### src/rtl/smb_pkg.sv
package smb_pkg;

    localparam int T_W   = 4;
    localparam int ACC_W = 5;

    typedef enum logic [2:0] {
        ST_IDLE,
        ST_ASETUP,
        ST_CS2OE,
        ST_ACCESS,
        ST_PAGE,
        ST_CSHOLD,
        ST_AHOLD
    } smb_state_e;

    typedef struct packed {
        logic [T_W-1:0]   t_page;
        logic [T_W-1:0]   t_ahold;
        logic [T_W-1:0]   t_cshold;
        logic [ACC_W-1:0] t_acc;
        logic [T_W-1:0]   t_cs2oe;
        logic [T_W-1:0]   t_asetup;
        logic             wide;
        logic             page_en;
    } smb_cfg_t;

endpackage

### src/rtl/smb_phase_timer.sv
module smb_phase_timer #(
    parameter int CNT_W = 5
) (
    input  logic             clk,
    input  logic             rst_n,
    input  logic             load,
    input  logic [CNT_W-1:0] load_val,
    output logic             expire
);

    logic [CNT_W-1:0] cnt_q;

    always_ff @(posedge clk or negedge rst_n) begin
        if (!rst_n) begin
            cnt_q <= '0;
        end else if (load) begin
            cnt_q <= load_val;
        end else if (cnt_q != '0) begin
            cnt_q <= cnt_q - CNT_W'(1);
        end
    end

    assign expire = (cnt_q == '0);

endmodule

### src/rtl/smb_beat_tracker.sv
module smb_beat_tracker #(
    parameter int ADDR_W = 12,
    parameter int DATA_W = 16,
    parameter int BEATS  = 4
) (
    input  logic              clk,
    input  logic              rst_n,
    input  logic              start,
    input  logic [ADDR_W-1:0] base_addr,
    input  logic              advance,
    input  logic              sample,
    input  logic              wide,
    input  logic [DATA_W-1:0] mem_rdata,
    output logic [ADDR_W-1:0] mem_addr,
    output logic              beat_last,
    output logic              rsp_done,
    output logic [DATA_W-1:0] rsp_data
);

    localparam int BW     = $clog2(BEATS);
    localparam int HALF_W = DATA_W / 2;

    logic [ADDR_W-1:0] base_q;
    logic [BW-1:0]     beat_q;

    always_ff @(posedge clk or negedge rst_n) begin
        if (!rst_n) begin
            base_q <= '0;
            beat_q <= '0;
        end else if (start) begin
            base_q <= base_addr;
            beat_q <= '0;
        end else if (advance) begin
            beat_q <= beat_q + BW'(1);
        end
    end

    always_ff @(posedge clk or negedge rst_n) begin
        if (!rst_n) begin
            rsp_done <= 1'b0;
            rsp_data <= '0;
        end else begin
            rsp_done <= sample;
            if (sample) begin
                if (wide) begin
                    rsp_data <= mem_rdata;
                end else begin
                    rsp_data <= {{(DATA_W-HALF_W){1'b0}}, mem_rdata[HALF_W-1:0]};
                end
            end
        end
    end

    assign mem_addr  = {base_q[ADDR_W-1:BW], base_q[BW-1:0] + beat_q};
    assign beat_last = (beat_q == BW'(BEATS-1));

    // The beat index never wraps within one request.
    assert_beat_hold_R6: assert property (@(posedge clk) disable iff (!rst_n)
        (beat_last && !start) |=> beat_last);

    // A done pulse always carries freshly sampled data.
    assert_done_pulse_R7: assert property (@(posedge clk) disable iff (!rst_n)
        rsp_done |-> $past(sample));

endmodule

### src/rtl/smb_read_ctrl.sv
module smb_read_ctrl #(
    parameter int ADDR_W = 12,
    parameter int DATA_W = 16
) (
    input  logic              clk,
    input  logic              rst_n,
    input  logic [3:0]        cfg_t_page,
    input  logic [3:0]        cfg_t_ahold,
    input  logic [3:0]        cfg_t_cshold,
    input  logic [4:0]        cfg_t_acc,
    input  logic [3:0]        cfg_t_cs2oe,
    input  logic [3:0]        cfg_t_asetup,
    input  logic              cfg_wide,
    input  logic              cfg_page_en,
    input  logic              req_valid,
    output logic              req_ready,
    input  logic [ADDR_W-1:0] req_addr,
    output logic              rsp_done,
    output logic [DATA_W-1:0] rsp_data,
    output logic [ADDR_W-1:0] mem_addr,
    output logic              mem_cs_n,
    output logic              mem_oe_n,
    input  logic [DATA_W-1:0] mem_rdata
);
    import smb_pkg::*;

    localparam int CNT_W = ACC_W;
    localparam int PAD_W = CNT_W - T_W;
    localparam int BEATS = 4;

    smb_state_e       state_q, state_d;
    smb_cfg_t         live_cfg, lat_cfg, eff_cfg;
    logic             accept, phase_end, expire, beat_last;
    logic             tmr_load, advance, sample;
    logic [CNT_W-1:0] tmr_val;

    assign live_cfg = '{t_page:   cfg_t_page,
                        t_ahold:  cfg_t_ahold,
                        t_cshold: cfg_t_cshold,
                        t_acc:    cfg_t_acc,
                        t_cs2oe:  cfg_t_cs2oe,
                        t_asetup: cfg_t_asetup,
                        wide:     cfg_wide,
                        page_en:  cfg_page_en};

    assign eff_cfg   = (state_q == ST_IDLE) ? live_cfg : lat_cfg;
    assign accept    = (state_q == ST_IDLE) && req_valid;
    assign phase_end = (state_q != ST_IDLE) && expire;

    function automatic smb_state_e after_access(input smb_cfg_t c);
        if (c.t_cshold != '0)     return ST_CSHOLD;
        else if (c.t_ahold != '0) return ST_AHOLD;
        else                      return ST_IDLE;
    endfunction

    function automatic logic [CNT_W-1:0] ext(input logic [T_W-1:0] v);
        return {{PAD_W{1'b0}}, v} - CNT_W'(1);
    endfunction

    // Next state
    always_comb begin
        state_d = state_q;
        unique case (state_q)
            ST_IDLE: begin
                if (accept) begin
                    if (eff_cfg.t_asetup != '0)     state_d = ST_ASETUP;
                    else if (eff_cfg.t_cs2oe != '0) state_d = ST_CS2OE;
                    else                            state_d = ST_ACCESS;
                end
            end
            ST_ASETUP: begin
                if (phase_end) begin
                    state_d = (eff_cfg.t_cs2oe != '0) ? ST_CS2OE : ST_ACCESS;
                end
            end
            ST_CS2OE: begin
                if (phase_end) state_d = ST_ACCESS;
            end
            ST_ACCESS: begin
                if (phase_end) begin
                    state_d = eff_cfg.page_en ? ST_PAGE : after_access(eff_cfg);
                end
            end
            ST_PAGE: begin
                if (phase_end) begin
                    state_d = beat_last ? after_access(eff_cfg) : ST_PAGE;
                end
            end
            ST_CSHOLD: begin
                if (phase_end) begin
                    state_d = (eff_cfg.t_ahold != '0) ? ST_AHOLD : ST_IDLE;
                end
            end
            ST_AHOLD: begin
                if (phase_end) state_d = ST_IDLE;
            end
            default: state_d = ST_IDLE;
        endcase
    end

    // Phase length of the state being entered
    always_comb begin
        tmr_val = '0;
        unique case (state_d)
            ST_ASETUP: tmr_val = ext(eff_cfg.t_asetup);
            ST_CS2OE:  tmr_val = ext(eff_cfg.t_cs2oe);
            ST_ACCESS: tmr_val = eff_cfg.t_acc;
            ST_PAGE:   tmr_val = (eff_cfg.t_page == '0) ? '0 : ext(eff_cfg.t_page);
            ST_CSHOLD: tmr_val = ext(eff_cfg.t_cshold);
            ST_AHOLD:  tmr_val = ext(eff_cfg.t_ahold);
            default:   tmr_val = '0;
        endcase
    end

    assign tmr_load = accept || phase_end;
    assign advance  = phase_end && (state_d == ST_PAGE);
    assign sample   = phase_end && ((state_q == ST_ACCESS) || (state_q == ST_PAGE));

    // State register
    always_ff @(posedge clk or negedge rst_n) begin
        if (!rst_n) begin
            state_q <= ST_IDLE;
            lat_cfg <= '0;
        end else begin
            state_q <= state_d;
            if (accept) lat_cfg <= live_cfg;
        end
    end

    // Bus outputs
    always_comb begin
        mem_cs_n  = 1'b1;
        mem_oe_n  = 1'b1;
        req_ready = 1'b0;
        unique case (state_q)
            ST_IDLE:   req_ready = 1'b1;
            ST_ASETUP: ;
            ST_CS2OE:  mem_cs_n = 1'b0;
            ST_ACCESS,
            ST_PAGE: begin
                mem_cs_n = 1'b0;
                mem_oe_n = 1'b0;
            end
            ST_CSHOLD: mem_cs_n = 1'b0;
            ST_AHOLD:  ;
            default:   ;
        endcase
    end

    smb_phase_timer #(.CNT_W(CNT_W)) u_timer (
        .clk      (clk),
        .rst_n    (rst_n),
        .load     (tmr_load),
        .load_val (tmr_val),
        .expire   (expire)
    );

    smb_beat_tracker #(.ADDR_W(ADDR_W), .DATA_W(DATA_W), .BEATS(BEATS)) u_beats (
        .clk       (clk),
        .rst_n     (rst_n),
        .start     (accept),
        .base_addr (req_addr),
        .advance   (advance),
        .sample    (sample),
        .wide      (eff_cfg.wide),
        .mem_rdata (mem_rdata),
        .mem_addr  (mem_addr),
        .beat_last (beat_last),
        .rsp_done  (rsp_done),
        .rsp_data  (rsp_data)
    );

    assert_oe_inside_cs_R2: assert property (@(posedge clk) disable iff (!rst_n)
        !mem_oe_n |-> !mem_cs_n);

    assert_ready_drops_R9: assert property (@(posedge clk) disable iff (!rst_n)
        (req_valid && req_ready) |=> !req_ready);

    assert_done_after_oe_R7: assert property (@(posedge clk) disable iff (!rst_n)
        rsp_done |-> $past(!mem_oe_n));

    assert_addr_steady_R3: assert property (@(posedge clk) disable iff (!rst_n)
        (!mem_oe_n && $past(!mem_oe_n) && !lat_cfg.page_en) |-> $stable(mem_addr));

    assert_cs_hold_addr_R4: assert property (@(posedge clk) disable iff (!rst_n)
        ($rose(mem_cs_n) && !req_ready) |-> $stable(mem_addr));

endmodule

### config.mk
export PLATFORM = sky130hd
export DESIGN_NAME = smb_read_ctrl
export DESIGN_NICKNAME = d
export VERILOG_FILES = /design/src/rtl/smb_pkg.sv /design/src/rtl/smb_phase_timer.sv /design/src/rtl/smb_beat_tracker.sv /design/src/rtl/smb_read_ctrl.sv
export SDC_FILE = /design/constraint.sdc
export NUM_CORES = 1
export LEC_CHECK = 0
export BUFFER_PORTS_ARGS = -buffer_cell sky130_fd_sc_hd__buf_2
export CORE_MARGIN = 2
export CORE_UTILIZATION = 50
export CTS_CLUSTER_SIZE = 14
export DETAILED_ROUTE_END_ITERATION = 7
export MAX_ROUTING_LAYER = met4
export PLACE_DENSITY = 0.84
export SYNTH_ARGS = -nofsm -noshare
export SYNTH_HDL_FRONTEND = slang
export SYNTH_SLANG_ARGS = --single-unit
### constraint.sdc
create_clock -name clk -period 9.8 [get_ports clk]
set_input_delay 2.45 -clock clk [delete_from_list [all_inputs] [get_ports clk]]
set_output_delay 2.45 -clock clk [all_outputs]
set_load 0.005 [all_outputs]
* Word level (Yosys, flattened, before mapping)
Cells that the tools add are included.
W data, S select, Z words.
** Operators by class
- Add/subtract/negate cells :: 8
- Equal/unequal tests :: 13
- Mux-type cells :: 25
- Reduce and logical (&&, ||, !) cells :: 19
** Operator list (number)
- $mux W3 :: 11
- $pmux W5 S6 :: 1
- $mux W27 :: 1
- $sub A4 B1 Y5 const B :: 5
- $pmux W3 S7 :: 1
- $eq A3 B3 Y1 const B :: 6
- $mux W16 :: 1
- $reduce_bool A4 Y1 :: 4
- $mux W5 :: 3
- $eq A3 B2 Y1 const B :: 4
- $eq A3 B1 Y1 const B :: 2
- $mux W2 :: 3
- $logic_not A5 Y1 :: 1
- $reduce_bool A5 Y1 :: 1
- $sub A5 B1 Y5 const B :: 1
- $logic_and A1 B1 Y1 :: 4
- $logic_not A4 Y1 :: 1
- $mux W1 :: 4
- $reduce_bool A2 Y1 :: 2
- $reduce_or A4 Y1 :: 1
- $logic_not A3 Y1 :: 1
- $reduce_bool A3 Y1 :: 1
- $add A2 B1 Y2 const B :: 1
- $add A2 B2 Y2 :: 1
- other kinds (3) :: 4
** Word-level totals
- Register bits after elaboration :: 66
- Bits of input ports :: 58
- Output and inout port bits :: 32

* Depth between registers and ports, before layout
Gate-level depths: netlist of run 1.
- Depth in word-level cells :: 12
- Depth in mapped cells :: 24
- Mapped depth without buffers :: 20

* By module
A second synthesis of run 1 with hierarchy kept.
** Second synthesis, totals
- Cells, all modules :: 402
- Area, all modules :: 3732.3 µm²
** Modules (own cells, without submodules)
- smb_read_ctrl :: times used 1, cells each 277, area each 2137.0 µm², seq. area each 750.7 µm²
- smb_beat_tracker :: times used 1, cells each 98, area each 1316.3 µm², seq. area each 775.7 µm²
- smb_phase_timer :: times used 1, cells each 27, area each 279.0 µm², seq. area each 125.1 µm²

* Worst setup path after synthesis of run 1
OpenSTA, ideal clock, no wires.
- Path kind :: in2reg
- From :: in cfg_t_cshold[0]
- To :: reg u_timer.cnt_q[2]
- Data arrival time :: 5309 ps
- Setup slack :: 4371 ps
- Stages on the path :: 17
- Buffers on the path :: 1
- Cell sequence :: nor4_1 nand2_1 o211ai_1 o221ai_1 a221o_1 inv_1 ha_1 clkbuf_1 inv_1 o22ai_1 a211oi_1 a311oi_2 inv_1 ha_1 xnor2_1 o21ai_1 o211a_1
** On the way
- Cells in the longest elaborated chain, start to end :: 9
- Elaborated cells between the ends (all ways) :: 17
- Classes of those cells :: 1 x add/sub; 6 x eq/ne; 9 x mux; 1 x reduce/logical
** Ends and longest elaborated chain
- start, declared :: line smb_read_ctrl.sv:9 : input logic [3:0] cfg_t_cshold,
- $mux W27 (*) :: line smb_read_ctrl.sv:46 : assign eff_cfg = (state_q == ST_IDLE) ? live_cfg : lat_cfg;
- $reduce_bool A4 Y1 (*) :: line smb_read_ctrl.sv:51 : if (c.t_cshold != '0) return ST_CSHOLD;
- $mux W3 (*) :: line smb_read_ctrl.sv:51
- $mux W3 (on tied branches) :: line smb_read_ctrl.sv:86, smb_read_ctrl.sv:81
- $mux W3 (on tied branches) :: line smb_read_ctrl.sv:85, smb_read_ctrl.sv:80
- $pmux W3 S7 (*) :: line smb_read_ctrl.sv:63 : unique case (state_q)
- named net state_d[0] :: line smb_read_ctrl.sv:31 : smb_state_e state_q, state_d;
- $eq A3 B3 Y1 (tied with other cells) :: line smb_read_ctrl.sv:104 : unique case (state_d)
- $pmux W5 S6 (*) :: line smb_read_ctrl.sv:104
- $mux W5 (*) :: line smb_phase_timer.sv:16 : end else if (load) begin
- end signal, assigned :: line smb_phase_timer.sv:17 : cnt_q <= load_val;
- end signal, assigned :: line smb_phase_timer.sv:19 : cnt_q <= cnt_q - CNT_W'(1);
- end, declared :: line smb_phase_timer.sv:11 : logic [CNT_W-1:0] cnt_q;
The timed path passes the listed nets; every way through them passes the cells marked *.
A chain may end at the register's enable or synchronous reset.

* Worst setup path in the final report of run 1
Same ends and word-level chain as after synthesis.

==> results.sh, run 1 <==
export IMPL_yosysTopAreaCell="dfrtp_1"
export IMPL_wire_per_inst_um=14.0
export IMPL_syn_inst=451
export IMPL_tightest_slew_ns=0.810
export IMPL_ant_nets=0
export IMPL_drt_iter0_drc=212
export IMPL_grt_usage=0.225
export IMPL_antennaDiodeCount=0
export IMPL_root_buffer="clkbuf_8"
export IMPL_power_switching_uw=598
export IMPL_ir_drop_mv=0.179
export IMPL_post_route_period_util=0.560
export IMPL_final_nets=590
export IMPL_async_reset_ff_frac=1.00
export IMPL_grt_pass1_vias=3242
export IMPL_worstSetupEndpointType="register"
export IMPL_synth_seq_cells=66
export IMPL_fmax_mhz=182
export IMPL_grt_pass1_wl_mm=14.7
export IMPL_crit_arrival_ns=5.77
export IMPL_placed_cell_area_um2=4180
export IMPL_grt_max_degree=67
export IMPL_placed_cells=611
export IMPL_ctsHoldBuffers=0
export IMPL_rows=31
export IMPL_dpl_worst_slack_ns=4.02
export IMPL_cts_resized=0
export IMPL_drv_cap=0
export IMPL_via_count=3362
export IMPL_cts_setup_buffers=0
export IMPL_start_util=0.517
export IMPL_cts_buffers=9
export IMPL_power_total_mw=1.43
export IMPL_synth_avg_cell_area_um2=8.31
export IMPL_seqPwrFrac=0.337
export IMPL_syn_num_nets=518
export IMPL_synth_top_flop_cell="dfrtp_1"
export IMPL_die_w_um=90.6
export IMPL_htree_levels=3
export IMPL_r2r_setup_slack_ns=4.68
export IMPL_synth_edff_count=0
export IMPL_grt_antenna_before_repair=0
export IMPL_critPathMaxFanout=10
export IMPL_finalCriticalPeriod_ns=5.49
export IMPL_fin_cells=627
export IMPL_status="finished, final reports clean"
export IMPL_tritoncts="built"
export IMPL_vias_per_cell=5.36
export IMPL_portBuffers=89
export IMPL_whs_ns=0.471
export IMPL_drv_slew=0
export IMPL_gp_congestion=0.947
export IMPL_power_density_nw_per_um2=325
export IMPL_worst_setup_path_type="input port to register"
export IMPL_comb_power_share=0.481
export IMPL_drt_wl_total_mm=8.76
export IMPL_cts_sinks=66
export IMPL_hold_violations=0
export IMPL_drive_gt1_frac=0.227
export IMPL_worstPathRequired_ns=10.08
export IMPL_final_util=0.607
export IMPL_gr_total_overflow=0
export IMPL_finalSetupViolations=0
export IMPL_p_leak_nw=2.23
export IMPL_core_um2=7250
export IMPL_area_growth_pct=17.5
export IMPL_rsz0062_at_grt="no"
export IMPL_slew_limit_headroom=0.460
export IMPL_die_area_um2=8200
export IMPL_die_h_um=90.6
export IMPL_synth_top_area_frac=0.441
export IMPL_clock_skew_ns=0.00850
export IMPL_hold_class="register to register"
export IMPL_tns_ns=0
export IMPL_clk_pin_slew_worst_paths_ns=0.08
export IMPL_ys_warn_count=0
export IMPL_yosys_cell_types_count=55
export IMPL_design_area_um2=4400
export IMPL_fill_cells=629
export IMPL_switching_share=0.418
export IMPL_start_kind="input port"
export IMPL_yosysSeqAreaShare=0.441
export IMPL_syn_cell_area_um2=3750
export IMPL_p_clk_frac=0.182
export IMPL_p_int_uw=834
export IMPL_cts_buffer_depth=2
export IMPL_drc=0
export IMPL_synth_area_leaders="dfrtp_1 44%, nand2_1 18%, mux2i_1 3.5%"
export IMPL_holdPathStages=2
export IMPL_clk_insertion_delay_late_ns=0.35
export IMPL_hpwl_mm=6.32
export IMPL_worst_slack_ns=4.31
export IMPL_pin_count=90
export IMPL_drt_first_pass_iters=4
export IMPL_worst_r2r_cell_count=19
-- cell type report --
cell class / instances / area (um2) / share of cell area
Inverter: 12 / 45.0 / 0.0102
Clock buffer: 9 / 124 / 0.0281
Sequential cell: 66 / 1650 / 0.375
Clock inverter: 7 / 101 / 0.0230
Multi-Input combinational cell: 342 / 1890 / 0.429
Timing Repair Buffer: 92 / 468 / 0.106
Tap cell: 99 / 124 / 0.0281
-- flip-flops by register name, indices dropped and copies added (netlist names) --
name,cells
lat_cfg,27
u_beats.beat_q,2
state_q,3
u_timer.cnt_q,5
u_beats.rsp_data,16
u_beats.rsp_done,1
u_beats.base_q,12
-- per-layer routing --
metal,GRT usage,routed length (um)
met3,0.0392,502
met2,0.371,4320
met1,0.285,3820
met4,0.0654,123
met5,-,0
-- logic make-up (layout without fill, tap and decap cells) --
logic type,count (synthesis),count (layout),share of synthesized area
and+or+nand+nor,243,243,0.272
muxes,14,14,0.0377
adders and majority gates,9,9,0.0301
buffers and inverters,43,120,0.0548
AOI/OAI and AO/OA,66,66,0.141
DFF,66,66,0.441
xor gates and xnor gates,10,10,0.0234
-- final timing paths --
path,startpoint,end
max,cfg_t_cshold[0],u_timer.cnt_q[2]$_DFFE_PN0P_
min,u_beats.rsp_data[2]$_DFFE_PN0P_,u_beats.rsp_data[2]$_DFFE_PN0P_
min in group asynchronous,rst_n,lat_cfg[10]$_DFFE_PN0P_
max in group asynchronous,rst_n,u_timer.cnt_q[4]$_DFFE_PN0P_
min reg2reg,u_beats.rsp_data[2]$_DFFE_PN0P_,u_beats.rsp_data[2]$_DFFE_PN0P_
max reg2reg,state_q[0]$_DFF_PN0_,u_timer.cnt_q[2]$_DFFE_PN0P_
-- cells in the final DEF, fill, tap and decap left out, drive strengths merged, types with 2 or more instances in the layout --
cell type,Yosys,final
a211oi,3,3
a21oi,13,13
a221oi,2,2
a22o,11,11
a311oi,5,5
buf,16,92
bufinv,0,2
clkbuf,15,9
clkinv,1,3
dfrtp,66,66
ha,9,9
inv,11,13
mux2i,13,13
nand2,182,182
nand2b,4,4
nand3,8,8
nor2,25,25
nor3,8,8
nor3b,2,2
nor4,3,3
o21a,2,2
o21ai,15,15
o221ai,2,2
o22ai,2,2
or4,2,2
xnor2,8,8
xor2,2,2
-- synthesized netlist by cell type (all sizes together) (3+ instances only) --
| library cell | number |
|---|---|
| a211oi | 3 |
| buf | 16 |
| a311oi | 5 |
| a21oi | 13 |
| nand2 | 182 |
| nand2b | 4 |
| mux2i | 13 |
| a22o | 11 |
| o21ai | 15 |
| clkbuf | 15 |
| nand3 | 8 |
| inv | 11 |
| nor2 | 25 |
| ha | 9 |
| dfrtp | 66 |
| nor4 | 3 |
| xnor2 | 8 |
| nor3 | 8 |
-- critical path, cell delays in order --
cell	delay, ns
buf_2	0.11
nor4_1	0.26
nand2_1	0.10
o211ai_1	0.16
o221ai_1	0.16
a221o_1	0.43
inv_1	0.11
ha_1	0.42
inv_1	0.18
o22ai_1	0.20
a211oi_1	0.08
a311oi_2	0.38
inv_1	0.09
ha_1	0.23
xnor2_1	0.13
o21ai_1	0.14
o211a_1	0.15
-- power by group through the flow --
stage	registers [mW]	clock network, mW	logic [mW]
global route	0.500	0.275	0.766
detailed placement	0.485	0	0.687
global placement	0.482	0	0.666
floorplan	0.466	0	0.532
CTS	0.483	0.264	0.690
finish	0.483	0.260	0.689
(Power assumes the default switching activity.)
==> inputs of run 2 (changes only) <==
CORE_UTILIZATION = 49   (was 50)
PLACE_DENSITY = 0.86   (was 0.84)
clock period = 4.7 ns   (was 9.8 ns; I/O delays follow)
==> results.sh, run 2 (synthesized netlist as in run 1, its figures left out) <==
export IMPL_status="finished, final reports clean"
export IMPL_start_kind="register"
export IMPL_start_util=0.511
export IMPL_worst_setup_path_type="register to register"
export IMPL_power_total_mw=2.96
export IMPL_slew_limit_headroom=0.373
export IMPL_final_cell_mix="182 x nand2_1, 89 x buf_2, 66 x dfrtp_1, 24 x nor2_1"
export IMPL_htree_levels=3
export IMPL_largest_register="lat_cfg"
export IMPL_worstPathRequired_ns=4.92
export IMPL_ir_drop_mv=0.346
export IMPL_finalSetupViolations=0
export IMPL_grt_usage=0.236
export IMPL_rows=31
export IMPL_fill_cells=611
export IMPL_tightest_slew_ns=0.941
export IMPL_clk_insertion_delay_late_ns=0.34
export IMPL_gp_congestion=0.902
export IMPL_r2r_start="state_q[0]$_DFF_PN0_"
export IMPL_drv_cap=0
export IMPL_rsz0062_at_grt="no"
export IMPL_cts_resized=0
export IMPL_pin_count=90
export IMPL_tritoncts="built"
export IMPL_p_leak_nw=2.24
export IMPL_drt_iter0_drc=277
export IMPL_root_buffer="clkbuf_8"
export IMPL_portBuffers=89
export IMPL_cts_buffer_depth=2
export IMPL_drt_wl_total_mm=9.16
export IMPL_holdPathStages=2
export IMPL_grt_antenna_before_repair=0
export IMPL_drt_first_pass_iters=5
export IMPL_core_um2=7330
export IMPL_critPathMaxFanout=19
export IMPL_hold_class="register to register"
export IMPL_drv_slew=0
export IMPL_wire_per_inst_um=14.5
export IMPL_hpwl_mm=6.72
export IMPL_largestRegisters="lat_cfg (27), u_beats.rsp_data (16), u_beats.base_q (12)"
export IMPL_final_util=0.602
export IMPL_cp_startpoint="state_q[0]$_DFF_PN0_"
export IMPL_ant_nets=0
export IMPL_via_count=3420
export IMPL_seqCellArea_um2=1650
export IMPL_cts_sinks=66
export IMPL_cts_setup_buffers=0
export IMPL_hold_path_end="u_beats.rsp_data[3]$_DFFE_PN0P_"
export IMPL_fmax_mhz=233
export IMPL_die_area_um2=8360
export IMPL_r2r_setup_slack_ns=0.40
export IMPL_grt_pass1_vias=3318
export IMPL_post_route_period_util=0.914
export IMPL_vias_per_cell=5.42
export IMPL_grt_pass1_wl_mm=15.4
export IMPL_cts_buffers=9
export IMPL_clock_skew_ns=0.0144
export IMPL_die_w_um=91.5
export IMPL_hold_violations=0
export IMPL_drc=0
export IMPL_ctsHoldBuffers=0
export IMPL_tns_ns=0
export IMPL_finalCriticalPeriod_ns=4.30
export IMPL_r2r_end="u_timer.cnt_q[2]$_DFFE_PN0P_"
export IMPL_final_common_cell="nand2_1"
export IMPL_worstSetupEndpointType="register"
export IMPL_power_density_nw_per_um2=670
export IMPL_drive_gt1_frac=0.233
export IMPL_crit_arrival_ns=4.52
export IMPL_multi_input_area_um2=1890
export IMPL_worst_r2r_cell_count=19
export IMPL_area_growth_pct=17.7
export IMPL_hold_start="u_beats.rsp_data[3]$_DFFE_PN0P_"
export IMPL_die_h_um=91.5
export IMPL_gr_total_overflow=0
export IMPL_grt_max_degree=42
export IMPL_clk_pin_slew_worst_paths_ns=0.08
export IMPL_antennaDiodeCount=0
export IMPL_largest_register_ffs=27
export IMPL_final_nets=594
==> run 2: how the worst max path moves through the flow <==
stage                                              end  slack, ns  depth (start not counted)
final                     u_timer.cnt_q[2]$_DFFE_PN0P_       0.40                         19
after global routing      u_timer.cnt_q[2]$_DFFE_PN0P_       0.10                         19
after global placement    u_timer.cnt_q[2]$_DFFE_PN0P_       0.61                         17
after floorplan           u_timer.cnt_q[2]$_DFFE_PN0P_       0.25                         23
after CTS                 u_timer.cnt_q[2]$_DFFE_PN0P_       0.48                         19
after detailed placement  u_timer.cnt_q[2]$_DFFE_PN0P_       0.51                         17
==> run 2: area by class of cell <==
cell class                      instances  share of cell area
Clock buffer                           10              0.0312
Clock inverter                          6              0.0147
Sequential cell                        66               0.374
Multi-Input combinational cell        342               0.429
Timing Repair Buffer                   96               0.113
Tap cell                               99              0.0281
Inverter                               12              0.0102
==> run 2: worst max-delay path, stage by stage, from the launching register on <==
cell and delay [ns]:
dfrtp_1 0.52, or3_1 0.45, inv_2 0.30, mux2i_1 0.33, nand4_1 0.20, nor2_1 0.13
nor2_1 0.05, o221ai_1 0.17, a221o_1 0.25, inv_1 0.08, ha_1 0.20, buf_4 0.18
nor2_1 0.14, a211oi_1 0.08, a311oi_2 0.39, inv_1 0.09, ha_1 0.23, xnor2_1 0.18
o21ai_1 0.08, o211a_1 0.13
==> run 2: power breakdown <==
part / internal (mW) / switching [mW] / leakage (nW)
clock: 0.260 / 0.228 / 0.103
sequential: 0.824 / 0.193 / 0.811
combinational: 0.625 / 0.825 / 1.33
total: 1.71 / 1.25 / 2.24
==> run 2: per-layer routing <==
layer  up-vias  track usage  wire length (um)
li1       1651            -                 -
met1      1631        0.295              4030
met2       119        0.378              4440
met3        19       0.0539               500
met4         0       0.0795               191
met5         -            -                 0
==> run 2: stage by stage <==
step,std cells,hold slack [ns],worst slack (ns),cell area (um2)
floorplan,451,0.445,0.246,3750
global placement,615,0.453,0.609,4210
detailed placement,615,0.457,0.513,4210
CTS,631,0.477,0.476,4410
global route,631,0.497,0.102,4410
finish,631,0.470,0.405,4410
==> inputs of run 3 (changes only) <==
CTS_BUF_LIST = sky130_fd_sc_hd__clkbuf_16   (was default)
==> results.sh, run 3 (synthesized netlist as in run 1, its figures left out) <==
export IMPL_status="finished, final reports clean"
export IMPL_hold_class="register to register"
export IMPL_use_met2=0.378
export IMPL_p_leak_nw=2.28
export IMPL_gp_congestion=0.902
export IMPL_pin_count=90
export IMPL_finalSetupViolations=0
export IMPL_use_met1=0.295
export IMPL_grt_max_degree=42
export IMPL_drt_iter0_drc=230
export IMPL_tritoncts="built"
export IMPL_cts_buffer_depth=2
export IMPL_fmax_mhz=233
export IMPL_root_buffer="clkbuf_16"
export IMPL_area_growth_pct=20.2
export IMPL_drv_cap=0
export IMPL_start_util=0.511
export IMPL_drc=0
export IMPL_worstPathRequired_ns=4.91
export IMPL_clock_skew_ns=0.0120
export IMPL_rsz0062_at_grt="no"
export IMPL_grt_pass1_wl_mm=15.4
export IMPL_portBuffers=89
export IMPL_wire_per_inst_um=14.5
export IMPL_cpMostUsedCell="nor2_1"
export IMPL_rows=31
export IMPL_ant_nets=0
export IMPL_cts_resized=0
export IMPL_start_kind="register"
export IMPL_final_nets=594
export IMPL_ir_drop_mv=0.358
export IMPL_htree_levels=3
export IMPL_drive_gt1_frac=0.231
export IMPL_busiest_layer="met2"
export IMPL_hold_violations=0
export IMPL_worst_setup_path_type="register to register"
export IMPL_final_common_cell="nand2_1"
export IMPL_finalCriticalPeriod_ns=4.30
export IMPL_drt_first_pass_iters=5
export IMPL_cts_setup_buffers=0
export IMPL_largest_register="lat_cfg"
export IMPL_ctsHoldBuffers=0
export IMPL_clk_pin_slew_worst_paths_ns=0.06
export IMPL_cts_buffers=9
export IMPL_crit_arrival_ns=4.51
export IMPL_largest_register_ffs=27
export IMPL_tns_ns=0
export IMPL_slew_limit_headroom=0.375
export IMPL_drv_slew=0
export IMPL_critPathMaxFanout=19
export IMPL_die_h_um=91.5
export IMPL_post_route_period_util=0.915
export IMPL_antennaDiodeCount=0
export IMPL_placed_cell_area_um2=4210
export IMPL_drt_wl_total_mm=9.17
export IMPL_worstSetupEndpointType="register"
export IMPL_met3_usage=0.0506
export IMPL_max_stage_delay_ns=0.51
export IMPL_grt_antenna_before_repair=0
export IMPL_power_density_nw_per_um2=696
export IMPL_design_area_um2=4500
export IMPL_tightest_slew_ns=0.937
export IMPL_fill_cells=607
export IMPL_grt_pass1_vias=3311
export IMPL_die_w_um=91.5
export IMPL_via_count=3432
export IMPL_largestRegisters="lat_cfg (27), u_beats.rsp_data (16), u_beats.base_q (12)"
export IMPL_clk_insertion_delay_late_ns=0.34
export IMPL_final_cell_mix="182 x nand2_1, 89 x buf_2, 66 x dfrtp_1, 24 x nor2_1"
export IMPL_slowest_stage="dfrtp_1"
export IMPL_grt_usage=0.237
export IMPL_die_area_um2=8360
export IMPL_gr_total_overflow=0
export IMPL_crit_chain="or3_1 -> inv_2 -> mux2i_1 -> nand4_1 -> nor2_1 -> nor2_1 -> o221ai_1 -> a221o_1 -> inv_1 -> ha_1 -> buf_4 -> nor2_1 -> a211oi_1 -> a311oi_2 -> inv_1 -> ha_1 -> xnor2_1 -> o21ai_1 -> o211a_1"
export IMPL_vias_per_cell=5.44
export IMPL_cts_sinks=66
export IMPL_core_um2=7330
export IMPL_hpwl_mm=6.72
run 3: final cells by class:
class                   instances  area (um2)  area share
flip-flops and latches         66        1650       0.367
well taps                      99         124      0.0275
clock inverters                 7        68.8      0.0153
repair buffers                 96         498       0.111
clock buffers                   9         225      0.0500
inverters                      12        45.0      0.0100
multi-input cells             342        1890       0.420
run 3: power breakdown:
part | internal, mW | switching, mW | leakage, nW
Sequential | 0.825 | 0.191 | 0.811
Clock | 0.409 | 0.258 | 0.143
Combinational | 0.625 | 0.828 | 1.33
run 3: metrics by stage:
step | hold WS, ns | cells | setup WS, ns | util | total power, mW
after global placement | 0.453 | 615 | 0.609 | 0.574 | 2.41
final | 0.466 | 631 | 0.400 | 0.614 | 3.14
after CTS | 0.472 | 631 | 0.466 | 0.614 | 3.14
after global routing | 0.491 | 631 | 0.114 | 0.614 | 3.38
after floorplan | 0.445 | 451 | 0.246 | - | 2.08
after detailed placement | 0.457 | 615 | 0.513 | 0.574 | 2.46
run 3: worst paths after layout:
kind | depth (start not counted) | endpoint | slack [ns] | from
max | 19 | u_timer.cnt_q[2]$_DFFE_PN0P_ | 0.40 | state_q[0]$_DFF_PN0_
min | 2 | u_beats.rsp_data[3]$_DFFE_PN0P_ | 0.47 | u_beats.rsp_data[3]$_DFFE_PN0P_
max reg2reg | 19 | u_timer.cnt_q[2]$_DFFE_PN0P_ | 0.40 | state_q[0]$_DFF_PN0_
min reg2reg | 2 | u_beats.rsp_data[3]$_DFFE_PN0P_ | 0.47 | u_beats.rsp_data[3]$_DFFE_PN0P_
max in group asynchronous | 2 | u_beats.base_q[9]$_DFFE_PN0P_ | 2.82 | rst_n
min in group asynchronous | 1 | state_q[2]$_DFF_PN0_ | 0.99 | rst_n
run 3: critical path, delay by kind of cell (launching register included):
family                     cells  cell delay [ns]
AOI/OAI and AO/OA              6             1.10
xor gates and xnor gates       1             0.17
adders and majority gates      2             0.43
buffers and inverters          4             0.65
DFF                            1             0.51
muxes                          1             0.34
and+or+nand+nor                5             0.96
run 3: metal layers:
metal	vias up	share of wire	wire, um
met5	-	0	0
li1	1649	-	-
met3	27	0.060	547
met1	1619	0.43	3960
met4	0	0.028	255
met2	137	0.48	4410
